[src/rtl/gpio_pkg.sv]
package gpio_pkg;
  localparam int ADDR_W  = 8;
  localparam int BYTE_W  = 8;
  localparam int WIDE_W  = 8;
  localparam int NARROW_W = 3;
  localparam int NPORT   = 4;

  typedef enum logic [1:0] {
    PIDX_A = 2'd0,
    PIDX_B = 2'd1,
    PIDX_D = 2'd2,
    PIDX_E = 2'd3
  } port_idx_e;

  typedef enum logic [1:0] {
    GRP_WIDE_DATA  = 2'd0,
    GRP_WIDE_DIR   = 2'd1,
    GRP_NARROW_DATA = 2'd2,
    GRP_NARROW_DIR  = 2'd3
  } grp_e;

  function automatic logic [1:0] phys_lane(input logic [1:0] lane, input logic mirror);
    return lane ^ {2{mirror}};
  endfunction
endpackage

[src/rtl/gpio_addr_decode.sv]
module gpio_addr_decode
  import gpio_pkg::*;
(
  input  logic              big_endian,
  input  logic [ADDR_W-1:0] addr,
  output logic [NPORT-1:0]  sel_data,
  output logic [NPORT-1:0]  sel_dir
);
  logic [1:0] lane;
  logic       hole;
  grp_e       grp;

  assign lane = phys_lane(addr[1:0], big_endian);
  assign hole = |addr[ADDR_W-3:2];
  assign grp  = grp_e'(addr[ADDR_W-1:ADDR_W-2]);

  always_comb begin
    sel_data = '0;
    sel_dir  = '0;
    if (!hole) begin
      unique case (grp)
        GRP_WIDE_DATA, GRP_WIDE_DIR: begin
          logic [NPORT-1:0] hit;
          hit = '0;
          case (lane)
            2'd0: hit[PIDX_A] = 1'b1;
            2'd1: hit[PIDX_B] = 1'b1;
            2'd3: hit[PIDX_D] = 1'b1;
            default: hit = '0;
          endcase
          if (grp == GRP_WIDE_DATA) sel_data = hit;
          else                      sel_dir  = hit;
        end
        GRP_NARROW_DATA: sel_data[PIDX_E] = (lane == 2'd0);
        GRP_NARROW_DIR:  sel_dir[PIDX_E]  = (lane == 2'd0);
        default: ;
      endcase
    end
  end

  // at most one register is addressed at a time
  always_comb begin
    a_r8_single_select: assert ($onehot0({sel_data, sel_dir}));
  end
endmodule

[src/rtl/gpio_port.sv]
module gpio_port #(
  parameter int W          = 8,
  parameter bit DIR_LOW_OUT = 1'b0,
  parameter int SYNC_DEPTH = 2
) (
  input  logic         clk,
  input  logic         rst_n,
  input  logic         wr_data_en,
  input  logic         wr_dir_en,
  input  logic [W-1:0] wdata,
  input  logic [W-1:0] pin_in,
  output logic [W-1:0] pin_out,
  output logic [W-1:0] pin_oe,
  output logic [W-1:0] rd_data,
  output logic [W-1:0] rd_dir
);
  logic [W-1:0] data_q;
  logic [W-1:0] dir_q;
  logic [W-1:0] sync_q [SYNC_DEPTH];

  always_ff @(posedge clk) begin
    if (!rst_n) begin
      data_q <= '0;
      dir_q  <= '0;
    end else begin
      if (wr_data_en) data_q <= wdata;
      if (wr_dir_en)  dir_q  <= wdata;
    end
  end

  generate
    for (genvar s = 0; s < SYNC_DEPTH; s++) begin : g_sync
      always_ff @(posedge clk) begin
        if (!rst_n)      sync_q[s] <= '0;
        else if (s == 0) sync_q[s] <= pin_in;
        else             sync_q[s] <= sync_q[s-1];
      end
    end
    if (DIR_LOW_OUT) begin : g_pol_low
      assign pin_oe = ~dir_q;
    end else begin : g_pol_high
      assign pin_oe = dir_q;
    end
  endgenerate

  assign pin_out = data_q & pin_oe;
  assign rd_data = sync_q[SYNC_DEPTH-1];
  assign rd_dir  = dir_q;

  // cycles since reset, saturating, for the latency check
  logic [1:0] age_q;
  always_ff @(posedge clk) begin
    if (!rst_n)             age_q <= '0;
    else if (age_q != 2'd3) age_q <= age_q + 2'd1;
  end

  a_r6_two_edge_latency: assert property (@(posedge clk) disable iff (!rst_n)
    (age_q >= 2'd2) |-> rd_data == $past(pin_in, 2));
  a_r7_dir_readback: assert property (@(posedge clk) disable iff (!rst_n)
    wr_dir_en |=> rd_dir == $past(wdata));
  a_r4_pins_hold: assert property (@(posedge clk) disable iff (!rst_n)
    (!wr_data_en && !wr_dir_en) |=> $stable(pin_out) && $stable(pin_oe));
endmodule

[src/rtl/gpio_regblock.sv]
module gpio_regblock
  import gpio_pkg::*;
(
  input  logic                clk,
  input  logic                rst_n,
  input  logic                big_endian,
  input  logic [ADDR_W-1:0]   bus_addr,
  input  logic                bus_we,
  input  logic [BYTE_W-1:0]   bus_wdata,
  output logic [BYTE_W-1:0]   bus_rdata,
  input  logic [WIDE_W-1:0]   pa_in,
  output logic [WIDE_W-1:0]   pa_out,
  output logic [WIDE_W-1:0]   pa_oe,
  input  logic [WIDE_W-1:0]   pb_in,
  output logic [WIDE_W-1:0]   pb_out,
  output logic [WIDE_W-1:0]   pb_oe,
  input  logic [WIDE_W-1:0]   pd_in,
  output logic [WIDE_W-1:0]   pd_out,
  output logic [WIDE_W-1:0]   pd_oe,
  input  logic [NARROW_W-1:0] pe_in,
  output logic [NARROW_W-1:0] pe_out,
  output logic [NARROW_W-1:0] pe_oe
);
  logic [NPORT-1:0] sel_data, sel_dir;
  logic [NPORT-1:0] wr_data, wr_dir;

  logic [WIDE_W-1:0]   a_rd, a_dir, b_rd, b_dir, d_rd, d_dir;
  logic [NARROW_W-1:0] e_rd, e_dir;

  gpio_addr_decode i_dec (
    .big_endian (big_endian),
    .addr       (bus_addr),
    .sel_data   (sel_data),
    .sel_dir    (sel_dir)
  );

  assign wr_data = sel_data & {NPORT{bus_we}};
  assign wr_dir  = sel_dir  & {NPORT{bus_we}};

  gpio_port #(.W(WIDE_W), .DIR_LOW_OUT(1'b0)) i_port_a (
    .clk(clk), .rst_n(rst_n),
    .wr_data_en(wr_data[PIDX_A]), .wr_dir_en(wr_dir[PIDX_A]),
    .wdata(bus_wdata), .pin_in(pa_in),
    .pin_out(pa_out), .pin_oe(pa_oe), .rd_data(a_rd), .rd_dir(a_dir)
  );

  gpio_port #(.W(WIDE_W), .DIR_LOW_OUT(1'b0)) i_port_b (
    .clk(clk), .rst_n(rst_n),
    .wr_data_en(wr_data[PIDX_B]), .wr_dir_en(wr_dir[PIDX_B]),
    .wdata(bus_wdata), .pin_in(pb_in),
    .pin_out(pb_out), .pin_oe(pb_oe), .rd_data(b_rd), .rd_dir(b_dir)
  );

  gpio_port #(.W(WIDE_W), .DIR_LOW_OUT(1'b1)) i_port_d (
    .clk(clk), .rst_n(rst_n),
    .wr_data_en(wr_data[PIDX_D]), .wr_dir_en(wr_dir[PIDX_D]),
    .wdata(bus_wdata), .pin_in(pd_in),
    .pin_out(pd_out), .pin_oe(pd_oe), .rd_data(d_rd), .rd_dir(d_dir)
  );

  gpio_port #(.W(NARROW_W), .DIR_LOW_OUT(1'b0)) i_port_e (
    .clk(clk), .rst_n(rst_n),
    .wr_data_en(wr_data[PIDX_E]), .wr_dir_en(wr_dir[PIDX_E]),
    .wdata(bus_wdata[NARROW_W-1:0]), .pin_in(pe_in),
    .pin_out(pe_out), .pin_oe(pe_oe), .rd_data(e_rd), .rd_dir(e_dir)
  );

  always_comb begin
    bus_rdata = '0;
    if (sel_data[PIDX_A]) bus_rdata = a_rd;
    if (sel_data[PIDX_B]) bus_rdata = b_rd;
    if (sel_data[PIDX_D]) bus_rdata = d_rd;
    if (sel_data[PIDX_E]) bus_rdata = {{(BYTE_W-NARROW_W){1'b0}}, e_rd};
    if (sel_dir[PIDX_A])  bus_rdata = a_dir;
    if (sel_dir[PIDX_B])  bus_rdata = b_dir;
    if (sel_dir[PIDX_D])  bus_rdata = d_dir;
    if (sel_dir[PIDX_E])  bus_rdata = {{(BYTE_W-NARROW_W){1'b0}}, e_dir};
  end

  a_r10_hole_write_ignored: assert property (@(posedge clk) disable iff (!rst_n)
    (bus_we && !(|{sel_data, sel_dir})) |=>
      $stable({a_dir, b_dir, d_dir, e_dir, pa_out, pb_out, pd_out, pe_out}));
  a_r10_hole_reads_zero: assert property (@(posedge clk) disable iff (!rst_n)
    !(|{sel_data, sel_dir}) |-> bus_rdata == '0);
  a_r3_d_reset_drives: assert property (@(posedge clk)
    $rose(rst_n) |-> pd_oe == '1);
endmodule

[config.mk]
export PLATFORM = sky130hd
export DESIGN_NAME = gpio_regblock
export DESIGN_NICKNAME = d
export VERILOG_FILES = /design/src/rtl/gpio_pkg.sv /design/src/rtl/gpio_addr_decode.sv /design/src/rtl/gpio_port.sv /design/src/rtl/gpio_regblock.sv
export SDC_FILE = /design/constraint.sdc
export NUM_CORES = 1
export LEC_CHECK = 0
export BUFFER_PORTS_ARGS = -buffer_cell sky130_fd_sc_hd__buf_2
export CAP_MARGIN = 20
export CORE_UTILIZATION = 45
export DETAILED_ROUTE_END_ITERATION = 10
export GPL_TIMING_DRIVEN = 0
export PLACE_DENSITY = 0.69
export SLEW_MARGIN = 0
export SYNTH_ARGS = -nofsm -noshare
export SYNTH_HDL_FRONTEND = slang
export SYNTH_SLANG_ARGS = --single-unit
[constraint.sdc]
create_clock -name clk -period 1.81 [get_ports clk]
set_input_delay 0.181 -clock clk [delete_from_list [all_inputs] [get_ports clk]]
set_output_delay 0.181 -clock clk [all_outputs]
set_load 0.005 [all_outputs]
==> results of run 1 <==
through the flow:
step / instances / area [um^2] / utilization / hold WS [ps] / setup WS [ps]
finish: 716 / 5760 / 0.584 / 16.1 / -188
global route: 716 / 5760 / 0.584 / 9.61 / -261
CTS: 712 / 5570 / 0.565 / 7.27 / -165
detailed placement: 692 / 5290 / 0.536 / 391 / -361
global placement: 692 / 5290 / 0.536 / 386 / -329
floorplan: 456 / 4610 / - / 308 / 265
path summary, 6_finish.rpt:
path,from,to,slack (ps),cells after the start
worst min-delay path,pa_in[3],i_port_a.sync_q[0][3],20,2
worst min register to register,i_port_a.sync_q[0][5],i_port_a.sync_q[1][5],440,1
worst max register to register,i_port_b.pin_oe[1],i_port_b.pin_oe[1],1100,2
worst max-delay path,i_port_d.sync_q[1][2],bus_rdata[2],-190,5
cell usage after synthesis, types with 4 or more instances:
cell,instances
nand3_4,6
and2_1,76
nand2_1,15
o221a_1,5
o21ai_0,5
a21oi_1,11
a211o_1,5
inv_1,14
nor2_1,15
nand3_1,5
buf_4,4
a22oi_1,8
nor2b_1,64
buf_2,5
dfxtp_1,108
clkbuf_1,15
mux2_1,6
o22ai_1,5
mux2i_1,55
worst max-delay path: cells and delay by family (launching register included):
family,cells,cell delay [ps]
AO/OA/AOI/OAI,3,730
flip-flops,1,330
multiplexers,1,250
buffers and inverters,1,150
power groups by stage:
stage                     combinational [mW]  clock [mW]  sequential [mW]
after global routing                   0.417        1.73             2.46
after CTS                              0.343        1.63             2.45
after floorplan                        0.210           0             2.50
final                                  0.381        1.61             2.45
after detailed placement               0.330           0             2.50
after global placement                 0.324           0             2.50
metal layers:
metal / routed length [um] / track usage / part of all wire
met5: 0 / 0 / 0
met4: 226 / 0.0813 / 0.021
met3: 470 / 0.0276 / 0.043
met2: 5150 / 0.338 / 0.47
met1: 5010 / 0.287 / 0.46
flip-flops by register name, indices dropped and copies added (netlist names):
name             count
i_port_a.data_q      8
i_port_a.pin_oe      8
i_port_a.sync_q     16
i_port_b.data_q      8
i_port_b.pin_oe      8
i_port_b.sync_q     16
i_port_d.data_q      8
i_port_d.rd_dir      8
i_port_d.sync_q     16
i_port_e.data_q      3
i_port_e.pin_oe      3
i_port_e.sync_q      6
kinds of logic after synthesis:
| logic type | count (synthesis) | share of synthesized area |
|---|---|---|
| buffers and inverters | 40 | 0.0372 |
| AOI/OAI and AO/OA | 54 | 0.0918 |
| DFF | 108 | 0.469 |
| muxes | 63 | 0.140 |
| xor gates and xnor gates | 3 | 0.00570 |
| and+or+nand+nor | 188 | 0.256 |
layout make-up:
cell class / count / area share
timing repair buffer: 112 / 0.107
buffer: 24 / 0.0250
inverter: 15 / 0.00977
tap: 133 / 0.0289
multi-input combinational: 308 / 0.415
sequential: 108 / 0.377
clock inverter: 6 / 0.0159
clock buffer: 10 / 0.0222
what timing repair did:
action                     CTS  global route
gates resized for setup      9            44
cloned                       0             1
setup endpoints to repair    8             8
setup buffers                4             4
pin swaps                    4            17
==> flow_summary.json, run 1 <==
{
  "synth_top_cell_area_share": 0.469,
  "dp.final_hpwl_mm": 7.84,
  "slowest_stage": "a222oi_1",
  "synthCells": 456,
  "cts_tree": "done",
  "p_int_mw": 3.40,
  "synthTopCellsByArea": "dfxtp_1 47%, mux2i_1 12%, and2_1 10%, nor2b_1 8.7%, nand3_4 2.3%",
  "drt-total-wl_mm": 10.9,
  "synth_edf_count": 0,
  "worstSetupEndpointType": "primary output",
  "die_h_um": 103,
  "rows": 36,
  "drtIter0Drc": 121,
  "h-tree-depth": 3,
  "numCtsBuffers": 9,
  "combPwrFrac": 0.086,
  "gp_congestion": 0.862,
  "fin_skew_ps": 3.38,
  "clk_pin_slew_worst_paths_ps": 100,
  "switching_share": 0.235,
  "drtPass1Iterations": 4,
  "via_per_inst": 5.04,
  "grt_pass1_vias": 3402,
  "grt_pass1_wl_mm": 16.9,
  "grt_overflow": 0,
  "critPathMaxFanout": 2,
  "synthFlopType": "dfxtp_1",
  "violations": "negative setup slack",
  "mostFrequentLayoutCells": "102 x dfxtp_1, 100 x buf_2, 73 x and2_1",
  "peakVddDrop_uv": 398,
  "dieArea_mm2": 0.0106,
  "syn_area_mm2": 0.00461,
  "fmax_ghz": 0.500,
  "multiInputGateArea_mm2": 0.00239,
  "core_area_mm2": 0.00986,
  "fin_crit_ps": 2000,
  "yosysTopAreaCell": "dfxtp_1",
  "max_cap_viol_count": 0,
  "track_usage": 0.210,
  "syn_area_per_cell_um2": 10.1,
  "fin_tns_setup_ps": -467,
  "setup_viol": 3,
  "ys_seq_area_frac": 0.469,
  "clock_latency_ps": 360,
  "yosys_warnings": 0,
  "worstMarginPinSlew_ps": 539,
  "drc": 0,
  "cts_buffer_depth": 2,
  "p_sw_mw": 1.04,
  "layout.area.seq_mm2": 0.00217,
  "critPathLaunchType": "flop",
  "die_x_um": 103,
  "synth_cell_types": 38,
  "layout-drive-gt1-share": 0.302,
  "p_per_area_mw_per_mm2": 772,
  "status": "complete, but fails checks",
  "sequentialPowerShare": 0.551,
  "start_util": 0.467,
  "nets": 625,
  "p_leak_nw": 2.71,
  "io_pins": 109,
  "async_flop_share": 0,
  "hold_path.class": "in -> reg",
  "io_buffers": 103,
  "hold_viol": 0,
  "cp_slowest_stage_delay_ps": 390,
  "drv_slew": 0,
  "ys_seq_elements": 108,
  "synthesis.nets": 503,
  "diodes": 0,
  "cts_sinks": 108,
  "post-route-period-util": 1.10,
  "area_delta_synth_final_pct": 25.0,
  "path_cells": "mux2_4 > a222oi_1 > a2bb2oi_2 > o32ai_2 > buf_2",
  "dr_total_vias": 3611,
  "cts_hold_buffers": 0,
  "final_common_cell": "dfxtp_1",
  "grt_setup_unrepaired": "true",
  "ant_nets": 0,
  "fin_ws_ps": -188,
  "clkPwrFrac": 0.363,
  "root_buffer": "clkbuf_8",
  "antenna_found_initial": 0,
  "arrival_ps": 1820,
  "grt_max_degree": 19,
  "max_slew_margin": 0.641,
  "power_mw": 4.44,
  "critical_path_class": "reg -> out",
  "timing.critical_path.required_ps": 1630,
  "wire_per_inst_um": 15.2,
  "num-fill-cells": 840
}
Power figures use the tool's default switching activity.
==> run 2, diff against run 1 <==
--- a/config.mk
+++ b/config.mk
@@ -10,6 +10,7 @@
 export CORE_UTILIZATION = 45
 export DETAILED_ROUTE_END_ITERATION = 10
 export GPL_TIMING_DRIVEN = 0
+export HOLD_SLACK_MARGIN = 0.15
 export PLACE_DENSITY = 0.69
 export SLEW_MARGIN = 0
 export SYNTH_ARGS = -nofsm -noshare
==> flow_summary.json, run 2 (synthesized netlist as in run 1, its figures left out) <==
{
  "grt_max_degree": 19,
  "status": "complete, but fails checks",
  "die_h_um": 103,
  "clk_pin_slew_worst_paths_ps": 110,
  "arrival_ps": 1810,
  "worstSetupEndpointType": "primary output",
  "fin_ws_ps": -179,
  "numCtsBuffers": 9,
  "rows": 36,
  "track_usage": 0.217,
  "slowest_stage": "a222oi_1",
  "start_util": 0.467,
  "hold_viol": 0,
  "nets": 651,
  "drtPass1Iterations": 4,
  "fmax_ghz": 0.503,
  "mostFrequentLayoutCells": "102 x dfxtp_1, 100 x buf_2, 73 x and2_1",
  "final_common_cell": "dfxtp_1",
  "multiInputGateArea_mm2": 0.00239,
  "area_delta_synth_final_pct": 30.4,
  "cts_buffer_depth": 2,
  "peakVddDrop_uv": 398,
  "p_leak_nw": 2.81,
  "post-route-period-util": 1.10,
  "h-tree-depth": 3,
  "core_area_mm2": 0.00986,
  "dp.final_hpwl_mm": 7.84,
  "num-fill-cells": 825,
  "clock_latency_ps": 360,
  "io_buffers": 103,
  "critPathMaxFanout": 2,
  "worstMarginPinSlew_ps": 560,
  "p_per_area_mw_per_mm2": 745,
  "via_per_inst": 5.01,
  "violations": "negative setup slack",
  "power_mw": 4.48,
  "antenna_found_initial": 0,
  "io_pins": 109,
  "dieArea_mm2": 0.0106,
  "root_buffer": "clkbuf_8",
  "diodes": 0,
  "final_cells": 742,
  "grt_overflow": 0,
  "path_cells": "mux2_4 > a222oi_1 > a2bb2oi_2 > o32ai_2 > buf_2",
  "wire_per_inst_um": 14.8,
  "drv_slew": 0,
  "timing.critical_path.required_ps": 1630,
  "layout-drive-gt1-share": 0.287,
  "fin_skew_ps": 3.92,
  "hold_path.class": "in -> reg",
  "ant_nets": 0,
  "grt_pass1_vias": 3529,
  "grt_setup_unrepaired": "true",
  "setup_viol": 3,
  "max_slew_margin": 0.627,
  "gp_congestion": 0.862,
  "critical_path_class": "reg -> out",
  "fin_crit_ps": 1990,
  "fin_tns_setup_ps": -460,
  "dr_total_vias": 3714,
  "drc": 0,
  "critPathLaunchType": "flop",
  "drt-total-wl_mm": 11.0,
  "reg_top3": "i_port_a.sync_q x16, i_port_b.sync_q x16, i_port_d.sync_q x16",
  "drtIter0Drc": 134,
  "layout.area.seq_mm2": 0.00217,
  "cts_tree": "done",
  "dp.cells": 692,
  "final_util": 0.609,
  "cts_sinks": 108,
  "cp_slowest_stage_delay_ps": 380,
  "max_cap_viol_count": 0,
  "die_x_um": 103,
  "grt_pass1_wl_mm": 17.5
}
run 2: cell types whose count changed in the layout (fill, tap and decap cells not counted):
cell	before	now
dlygate4sd3_1	0	27
buf_4	13	12
clkbuf_16	1	0
clkbuf_4	0	1
run 2: final cells by class:
cell class | instances | share of cell area
Clock inverter | 6 | 0.0152
Clock buffer | 10 | 0.0212
Tap cell | 133 | 0.0277
Multi-Input combinational cell | 308 | 0.398
Sequential cell | 108 | 0.361
Buffer | 24 | 0.0240
Inverter | 15 | 0.00938
Timing Repair Buffer | 138 | 0.143
run 2: timing repair:
action                     4_1_cts  5_1_grt
setup endpoints to repair        8        8
buffers inserted                 4        4
gates resized for setup          9       43
hold buffers                    27        0
hold endpoints to repair        27        0
pin swaps                        4       17
run 2: stage by stage:
step	worst slack [ps]	hold slack [ps]	instance area [um^2]
finish	-179	151	6010
global route	-255	169	6010
CTS	-165	152	5840
detailed placement	-361	391	5290
global placement	-329	386	5290
floorplan	265	308	4610
run 2: worst paths after layout:
kind | start | end | slack [ps] | cells after the start
worst max-delay path | i_port_d.sync_q[1][2] | bus_rdata[2] | -180 | 5
worst min register to register | i_port_a.sync_q[0][5] | i_port_a.sync_q[1][5] | 440 | 1
worst max register to register | i_port_d.rd_dir[0] | i_port_d.rd_dir[0] | 1100 | 2
worst min-delay path | bus_wdata[3] | i_port_a.data_q[3] | 150 | 3
run 2: where the power goes:
group / leakage, nW / switching, mW / internal [mW]
clock network: 0.112 / 0.814 / 0.793
logic: 1.81 / 0.212 / 0.207
registers: 0.884 / 0.0174 / 2.43
run 2: per-layer routing:
metal | GRT usage | vias to the layer above | part of all wire
met5 | 0 | - | 0
met4 | 0.0813 | 0 | 0.023
met3 | 0.0269 | 22 | 0.041
met2 | 0.357 | 114 | 0.48
met1 | 0.292 | 1751 | 0.45
li1 | - | 1827 | -
run 2: worst max-delay path, delay by kind of cell (launching register included):
kind,cells,cell delay (ps)
mux,1,250
flops,1,330
buf+inv,1,140
compound gates,3,730
